==> config.mk <==
export PLATFORM = sky130hd
export DESIGN_NAME = nego_detect
export DESIGN_NICKNAME = d
export VERILOG_FILES = /design/src/rtl/nego_pkg.sv /design/src/rtl/nego_sync.sv /design/src/rtl/nego_edge_win.sv /design/src/rtl/nego_out_reg.sv /design/src/rtl/nego_detect.sv
export SDC_FILE = /design/constraint.sdc
export NUM_CORES = 1
export LEC_CHECK = 0
export ABC_AREA = 1
export ABC_CLOCK_PERIOD_IN_PS = 800
export BUFFER_PORTS_ARGS = -buffer_cell sky130_fd_sc_hd__buf_2
export CAP_MARGIN = 15
export CORE_AREA = 8 8 45 47
export CTS_BUF_LIST = sky130_fd_sc_hd__clkbuf_8
export DETAILED_ROUTE_END_ITERATION = 10
export DIE_AREA = 0 0 53 55
export SYNTH_ARGS = -nofsm -noshare
export SYNTH_HDL_FRONTEND = slang
export SYNTH_SLANG_ARGS = --single-unit
export TNS_END_PERCENT = 20
==> constraint.sdc <==
create_clock -name clk -period 0.8 [get_ports clk]
set_input_delay 0.16 -clock clk [delete_from_list [all_inputs] [get_ports clk]]
set_output_delay 0.16 -clock clk [all_outputs]
set_load 0.01 [all_outputs]
==> src/rtl/nego_pkg.sv <==
package nego_pkg;

  // Decision taken for one synchronized sample of the two lines
  typedef enum logic [1:0] {
    EV_NONE   = 2'd0,
    EV_NIBBLE = 2'd1,
    EV_COMPAT = 2'd2,
    EV_NEGO   = 2'd3
  } line_event_e;

  typedef struct packed {
    logic sel;    // active high select level
    logic strb_n; // active low strobe level
  } line_pair_t;

endpackage

==> src/rtl/nego_sync.sv <==
module nego_sync #(
  parameter int STAGES = 2
) (
  input  logic clk,
  input  logic rst_n,
  input  logic d_i,
  output logic q_o
);

  logic [STAGES-1:0] chain_q;
  logic [STAGES-1:0] chain_d;

  generate
    if (STAGES == 1) begin : g_single
      always_comb chain_d = d_i;
    end else begin : g_multi
      always_comb chain_d = {chain_q[STAGES-2:0], d_i};
    end
  endgenerate

  always_ff @(posedge clk or negedge rst_n) begin
    if (!rst_n) chain_q <= '0;
    else        chain_q <= chain_d;
  end

  assign q_o = chain_q[STAGES-1];

endmodule

==> src/rtl/nego_edge_win.sv <==
module nego_edge_win
  import nego_pkg::*;
#(
  parameter int WIN  = 1,
  parameter int WARM = 3
) (
  input  logic         clk,
  input  logic         rst_n,
  input  line_pair_t   cur_i,
  output line_event_e  ev_o
);

  localparam int AGE_W  = $clog2(WIN + 1);
  localparam int WARM_W = $clog2(WARM + 1);
  localparam logic [AGE_W-1:0]  AGE_MAX  = AGE_W'(WIN);
  localparam logic [AGE_W-1:0]  AGE_LIM  = AGE_W'(WIN - 1);
  localparam logic [WARM_W-1:0] WARM_END = WARM_W'(WARM);

  line_pair_t          prv_q, prv_d;
  logic [AGE_W-1:0]    age_q, age_d;
  logic [WARM_W-1:0]   warm_q, warm_d;
  logic                warm_en;
  logic                armed;
  logic                sel_chg, strb_chg, xor_same, both_chg;
  logic                sel_rise, strb_fall, sel_recent;
  logic                same_sample, coinc;

  // next-state logic
  always_comb begin
    prv_d    = cur_i;
    armed    = (warm_q == WARM_END);
    warm_en  = !armed;
    warm_d   = warm_q + 1'b1;

    sel_chg  = cur_i.sel ^ prv_q.sel;
    strb_chg = cur_i.strb_n ^ prv_q.strb_n;
    xor_same = (cur_i.sel ^ cur_i.strb_n) == (prv_q.sel ^ prv_q.strb_n);
    both_chg = (sel_chg | strb_chg) & xor_same;

    sel_rise  = armed & sel_chg & cur_i.sel;
    strb_fall = armed & strb_chg & ~cur_i.strb_n;

    sel_recent  = (age_q < AGE_LIM) & cur_i.sel;
    same_sample = armed & both_chg & cur_i.sel & ~cur_i.strb_n;
    coinc       = same_sample | (strb_fall & sel_recent);

    if (sel_rise)              age_d = '0;
    else if (age_q != AGE_MAX) age_d = age_q + 1'b1;
    else                       age_d = age_q;

    if (coinc)                              ev_o = EV_NEGO;
    else if (strb_fall & cur_i.sel & ~sel_chg) ev_o = EV_NIBBLE;
    else if (strb_fall & ~cur_i.sel)        ev_o = EV_COMPAT;
    else                                    ev_o = EV_NONE;
  end

  // registers
  always_ff @(posedge clk or negedge rst_n) begin
    if (!rst_n) begin
      prv_q <= '0;
      age_q <= AGE_MAX;
    end else begin
      prv_q <= prv_d;
      age_q <= age_d;
    end
  end

  always_ff @(posedge clk or negedge rst_n) begin
    if (!rst_n)       warm_q <= '0;
    else if (warm_en) warm_q <= warm_d;
  end

endmodule

==> src/rtl/nego_out_reg.sv <==
module nego_out_reg
  import nego_pkg::*;
(
  input  logic        clk,
  input  logic        rst_n,
  input  line_event_e ev_i,
  input  logic        clr_i,
  output logic        flag_o,
  output logic        nib_o,
  output logic        cmp_o
);

  logic flag_q, flag_d;
  logic nib_q, nib_d;
  logic cmp_q, cmp_d;

  always_comb begin
    if (ev_i == EV_NEGO) flag_d = 1'b1;
    else if (clr_i)      flag_d = 1'b0;
    else                 flag_d = flag_q;
    nib_d = (ev_i == EV_NIBBLE);
    cmp_d = (ev_i == EV_COMPAT);
  end

  always_ff @(posedge clk or negedge rst_n) begin
    if (!rst_n) begin
      flag_q <= 1'b0;
      nib_q  <= 1'b0;
      cmp_q  <= 1'b0;
    end else begin
      flag_q <= flag_d;
      nib_q  <= nib_d;
      cmp_q  <= cmp_d;
    end
  end

  assign flag_o = flag_q;
  assign nib_o  = nib_q;
  assign cmp_o  = cmp_q;

endmodule

==> src/rtl/nego_detect.sv <==
module nego_detect
  import nego_pkg::*;
#(
  parameter int SYNC_STAGES = 2,
  parameter int WIN         = 1
) (
  input  logic clk,
  input  logic rst_n,
  input  logic host_sel_i,
  input  logic host_strb_n_i,
  input  logic nego_clr_i,
  output logic nego_flag_o,
  output logic nib_rd_o,
  output logic cmp_wr_o
);

  localparam int WARM = SYNC_STAGES + 1;

  line_pair_t  cur;
  logic        sel_s;
  logic        strb_s;
  line_event_e evt;
  logic        nego_set;

  nego_sync #(.STAGES(SYNC_STAGES)) u_sync_sel (
    .clk  (clk),
    .rst_n(rst_n),
    .d_i  (host_sel_i),
    .q_o  (sel_s)
  );

  nego_sync #(.STAGES(SYNC_STAGES)) u_sync_strb (
    .clk  (clk),
    .rst_n(rst_n),
    .d_i  (host_strb_n_i),
    .q_o  (strb_s)
  );

  always_comb begin
    cur.sel    = sel_s;
    cur.strb_n = strb_s;
  end

  nego_edge_win #(.WIN(WIN), .WARM(WARM)) u_win (
    .clk  (clk),
    .rst_n(rst_n),
    .cur_i(cur),
    .ev_o (evt)
  );

  assign nego_set = (evt == EV_NEGO);

  nego_out_reg u_out (
    .clk   (clk),
    .rst_n (rst_n),
    .ev_i  (evt),
    .clr_i (nego_clr_i),
    .flag_o(nego_flag_o),
    .nib_o (nib_rd_o),
    .cmp_o (cmp_wr_o)
  );

endmodule

==> flow_summary.ini, run 1 <==
[outcome]
outcome = finished, violations left
failed_checks = setup timing

[cts]
clock_sinks = 11
path_clk_slew_ns = 0.05
cts.htree.levels = 1
insertion_delay_ns = 0.23
cts_buffers = 3
clk_path_buf_depth = 2
clockRootBuffer = clkbuf_8
cts_tree = built

[global_route]
grt_pass1_wl_microns = 876
grt_max_degree = 12
gr-total-overflow = 0
antenna_found_initial = 0
grt_pass1_vias = 209
track_usage = 0.0453

[place]
hpwl_microns = 382
gp_congestion = 0.587
numPortBuffers = 7
pre_cts_slack_ns = -0.137
place_area_sq_um = 422

[routing]
dr.pass1.iters = 2
via_per_inst = 3.86
drc = 0
vias = 224
routed_wirelength_microns = 522
first_iter_violations = 1
ant_nets = 0
routedWlPerCell_microns = 9.00

[timing]
finalHoldViolations = 0
relSlewSlack = 0.843
post-route-period-util = 1.13
min_period_ns = 0.906
rsz0062_at_grt = yes
setup_viol = 8
tns_ns = -0.711
tightestPinTransition_ns = 0.236
fin_ws_ns = -0.106
fin_skew_ns = 0.00262
fmax_mhz = 1100
slew_viol_final = 0

[power_and_ir_drop]
power.leakage_nw = 0.255
total_power_mw = 1.16
powerDensity_nw_per_um2 = 2270
irDropWorstVdd_mv = 1.34

[floorplanning]
coreArea_sq_um = 1380
num_rows = 14
ios = 8
die_h_microns = 55
dieArea_sq_um = 2920
start_util = 0.258
die_w_microns = 53

[min_path]
hold_path_class = in2reg
hold_start = host_sel_i
min_to = u_sync_sel.chain_q[0]
holdPathStages = 1

[worst_setup_path]
r2r_end = u_out.cmp_o
critPathArrivalTime_ns = 1.07
startpoint_type = register
reg2reg_slack_ns = -0.11
cp.required_ns = 0.96
critPathKind = reg2reg
critPathMaxFanout = 4
rr_worst_depth = 5
r2r-start = u_win.warm_q[1]
end_kind = register

[layout]
fin_area_sq_um = 510
diodes = 0
fillers = 137
drive_above_1_share = 0.405
area_growth_pct = 43.2
nNetsFinal = 49

[synthesis]
ys_top_cells_by_area = dfrtp_1 77%, nand2_1 6.3%, inv_1 4.2%
syn_inst = 28
synth_top_area_share = 0.772
synth_area_per_cell_sq_um = 12.7
seq_area_frac_synth = 0.772
ys_ff_latch = 11
netlist_area_sq_um = 357
synth_top_area_cell = dfrtp_1
yosysWarnings = 0
synthDistinctLibCells = 8
synth_nets = 34

[flow_run]
max_cap_viol_count = 0
-- worst max-delay path, cell delays in order (launching register included) --
cell and delay [ns]:
dfrtp_1 0.39, ha_4 0.19, nand2_4 0.05, nor2_4 0.09, inv_2 0.04, nor2_1 0.08
-- cell families (layout without fill, tap and decap cells) --
family,after synthesis,in the layout,share of synthesized area
buffers and inverters,4,18,0.0421
and+or+nand+nor,10,10,0.112
adders and majority gates,1,1,0.0351
xor gates and xnor gates,1,1,0.0246
DFF,11,11,0.772
AOI/OAI and AO/OA,1,1,0.0140
-- state kept, by name, summed over array words and instances (netlist names) --
name / flops
u_out.cmp_o: 1
u_sync_sel.chain_q: 2
u_win.prv_q: 2
u_out.flag_o: 1
u_sync_strb.chain_q: 2
u_out.nib_o: 1
u_win.warm_q: 2
-- final cells by class --
| cell class | count | area (sq um) | share of cell area |
|---|---|---|---|
| sequential | 11 | 275 | 0.539 |
| timing repair buffer | 10 | 60.1 | 0.118 |
| clock inverter | 1 | 3.75 | 0.00735 |
| inverter | 4 | 15.0 | 0.0294 |
| multi-input combinational | 13 | 95.1 | 0.186 |
| clock buffer | 3 | 41.3 | 0.0809 |
| tap | 16 | 20.0 | 0.0392 |
-- cell usage after synthesis, drive strengths merged --
cell type  number
dfrtp          11
nand2           6
inv             4
nor2            4
ha              1
o21ai           1
xnor2           1
-- metal layers --
layer / vias to the layer above / share of wire / track usage
li1: 111 / - / -
met1: 101 / 0.42 / 0.0408
met2: 10 / 0.40 / 0.0625
met3: 2 / 0.16 / 0.0481
met4: 0 / 0.015 / 0.0259
met5: - / 0 / 0
-- worst max path at each step --
stage	depth (start not counted)	endpoint	slack (ns)	from
2_1_floorplan	5	u_out.cmp_o	-0.08	u_win.warm_q[0]
3_3_place_gp	5	u_out.nib_o	-0.11	u_win.warm_q[0]
3_5_place_dp	3	u_win.warm_q[1]	-0.14	u_win.warm_q[0]
4_1_cts	5	u_out.cmp_o	-0.12	u_win.warm_q[0]
5_1_grt	5	u_out.cmp_o	-0.17	u_win.warm_q[1]
6_report	5	u_out.cmp_o	-0.11	u_win.warm_q[1]
-- power by group --
part | leakage [nW] | total [mW] | internal, mW | switching [mW]
Combinational | 0.100 | 0.0486 | 0.0224 | 0.0263
Sequential | 0.128 | 0.591 | 0.580 | 0.0115
Clock | 0.0269 | 0.517 | 0.335 | 0.183
-- placed cells by master (no fill, tap or decap), drive strengths merged --
cell type / n
ha: 1
dlygate4sd3: 1
clkbuf: 3
o21ai: 1
inv: 5
nand2: 6
dfrtp: 11
nor2: 4
xnor2: 1
buf: 9
-- metrics by stage --
step,hold slack (ns),std cells,util
after detailed placement,0.0410,52,0.305
after global placement,0.0370,52,0.305
final,0.0335,58,0.369
after global routing,0.0215,58,0.369
after floorplan,-0.136,28,-
after CTS,0.0261,58,0.362
-- what timing repair did --
| item | in CTS | in global routing |
|---|---|---|
| hold buffers | 1 | 0 |
| pin swaps | 1 | 1 |
| endpoints found under the setup margin | 8 | 8 |
| cloned | 0 | 0 |
| buffers inserted | 1 | 0 |
| hold endpoints to repair | 11 | 0 |
| gates resized for setup | 3 | 3 |
Note: power is estimated with default switching activity, not from simulation.
==> run 2: changes to the inputs <==
SLEW_MARGIN = 20   (was unset)
SYNTH_HIERARCHICAL = 1   (was unset)
==> run 2 against run 1 <==
Effect of this change:
- the flow still finishes with violations (setup timing)
- sequential power is 0.7% lower
- final cell count is 5.2% higher
- sequential share of layout area is 2.2 points lower
==> flow_summary.ini, run 2 <==
[worst_setup_path]
rr_worst_depth = 3
crit_chain = ha_4 -> buf_4 -> xnor2_1
endpoint = u_win/warm_q[0]
critPathKind = reg2reg
startpoint_type = register
worst_path_max_delay_cell = dfrtp_1
cp.required_ns = 0.92
max_stage_delay_ns = 0.40
end_kind = register
critPathBufInv = 1
crit_family = flip-flops
reg2reg_slack_ns = -0.15
critPathLaunch = u_win/warm_q[1]
critPathArrivalTime_ns = 1.07
r2r-start = u_win/warm_q[1]
crit_cells = 3
critPathMaxFanout = 3
r2r_end = u_win/warm_q[0]

[global_route]
track_usage = 0.0579
antenna_found_initial = 0
grt_pass1_vias = 259
grt_max_degree = 12
grt_pass1_wl_microns = 1040
gr-total-overflow = 0

[synthesis]
syn_inst = 31
synthMuxAreaShare = 0
netlist_area_sq_um = 372
ys_top_cells_by_area = dfrtp_1 74%, inv_1 7.1%, nand2_1 5.1%
ys_ff_latch = 11
synth_nets = 37
async_flop_share = 1.00
synthSimpleGateAreaFrac = 0.118
synth_compound_area_frac = 0.0135
synthTopCellsByCount = 11 x dfrtp_1, 7 x inv_1, 5 x nand2_1
synth_top_family_by_area = simple AND/OR/NAND/NOR gates
yosysWarnings = 6
synth_top_area_cell = dfrtp_1
seq_area_frac_synth = 0.741
synth_xor_area_frac = 0.0236
synth_top_area_share = 0.741
yosys.area_share.adder = 0.0337
synth_flop_cell = dfrtp_1
yosysMostFrequentCell = dfrtp_1
synth_area_per_cell_sq_um = 12.0
synthDistinctLibCells = 8
synth_edf_count = 0

[layout]
nNetsFinal = 52
drive_above_1_share = 0.356
layout_commonest_cell = dfrtp_1
fin_util = 0.384
area_growth_pct = 43.1
final_cell_mix = 11 x dfrtp_1, 8 x inv_1, 7 x buf_2, 5 x nand2_1, 3 x clkbuf_8
fillers = 133
fin_area_sq_um = 532
diodes = 0

[outcome]
failed_checks = setup timing
outcome = finished, violations left

[cts]
cts.htree.levels = 1
insertion_delay_ns = 0.24
clk_path_buf_depth = 2
cts_tree = built
clock_sinks = 11
cts_buffers = 3
clockRootBuffer = clkbuf_8
path_clk_slew_ns = 0.05

[timing]
fin_skew_ns = 0.00417
holdWs_ns = 0.0291
finalHoldViolations = 0
slew_viol_final = 0
min_period_ns = 0.945
tightestPinTransition_ns = 0.232
fmax_mhz = 1060
fin_ws_ns = -0.145
setup_viol = 8
post-route-period-util = 1.18
rsz0062_at_grt = yes
relSlewSlack = 0.845

[min_path]
holdPathStages = 1
hold_path_class = in2reg

[power_and_ir_drop]
irDropWorstVdd_mv = 1.09
power.leakage_nw = 0.273
total_power_mw = 1.18
powerDensity_nw_per_um2 = 2210

[flow_run]
max_cap_viol_count = 0

[place]
numPortBuffers = 7
place_area_sq_um = 444
gp_congestion = 0.620
pre_cts_slack_ns = -0.186
hpwl_microns = 364

[routing]
via_per_inst = 3.75
drc = 0
first_iter_violations = 2
vias = 229
routed_wirelength_microns = 544
dr.pass1.iters = 3
ant_nets = 0
routedWlPerCell_microns = 8.92

[floorplanning]
start_util = 0.269
ios = 8
die_h_microns = 55
num_rows = 14
coreArea_sq_um = 1380
dieArea_sq_um = 2920
die_w_microns = 53
==> run 2: changes by cell type after synthesis, sizes merged <==
| cell | change |
|---|---|
| nand2 | -1 |
| inv | +3 |
| nand3 | +1 |
==> run 2: cells by family (layout without fill, tap and decap cells) <==
family          after synthesis  count (layout)
fa+ha+maj                     1               1
flops                        11              11
simple gates                 10              10
xor+xnor                      1               1
buf+inv                       7              21
compound gates                1               1
==> run 2: worst reg2reg max path, cell delays in order, from the launching register on <==
cell	delay, ns
dfrtp_1	0.40
ha_4	0.18
buf_4	0.14
xnor2_1	0.11
==> run 2: repair_timing <==
item,4_1_cts,5_1_grt
setup buffers,2,0
endpoints found under the hold margin,11,0
endpoints found under the setup margin,8,8
hold buffers,1,0
pin swaps,3,4
gates resized for setup,4,0
==> run 2: routing by layer <==
metal,routed length [microns],GRT usage,vias up
met5,0,0,-
met4,40,0.0776,0
met3,95,0.0535,5
met2,207,0.0723,11
met1,202,0.0467,96
li1,-,-,117
==> run 2: worst min path at each step <==
| stage | from | end | slack [ns] |
|---|---|---|---|
| final | host_strb_n_i | u_sync_strb/chain_q[0] | 0.03 |
| after global routing | host_sel_i | u_sync_sel/chain_q[0] | 0.02 |
| after CTS | host_strb_n_i | u_sync_strb/chain_q[0] | 0.02 |
| after detailed placement | rst_n | u_sync_strb/chain_q[0] | 0.04 |
| after global placement | rst_n | u_sync_strb/chain_q[0] | 0.03 |
| after floorplan | rst_n | u_out/cmp_o | -0.14 |
==> run 2: final cells by class <==
class / instances / area, sq um / share of cell area
clock buffer: 3 / 41.3 / 0.0776
clock inverter: 1 / 3.75 / 0.00706
inverter: 7 / 26.3 / 0.0494
multi-input combinational: 13 / 105 / 0.198
sequential: 11 / 275 / 0.518
tap: 16 / 20.0 / 0.0376
timing repair buffer: 10 / 60.1 / 0.113
==> run 2: through the flow <==
step,TNS (ns),std cells
after global routing,-1.31,61
after global placement,-0.604,54
final,-0.894,61
after CTS,-1.04,61
after detailed placement,-0.693,54
after floorplan,-0.394,31
==> run 2: where the power goes <==
part | internal [mW] | switching [mW] | leakage (nW)
Clock | 0.335 | 0.195 | 0.0269
Sequential | 0.579 | 0.00790 | 0.128
Combinational | 0.0245 | 0.0341 | 0.118
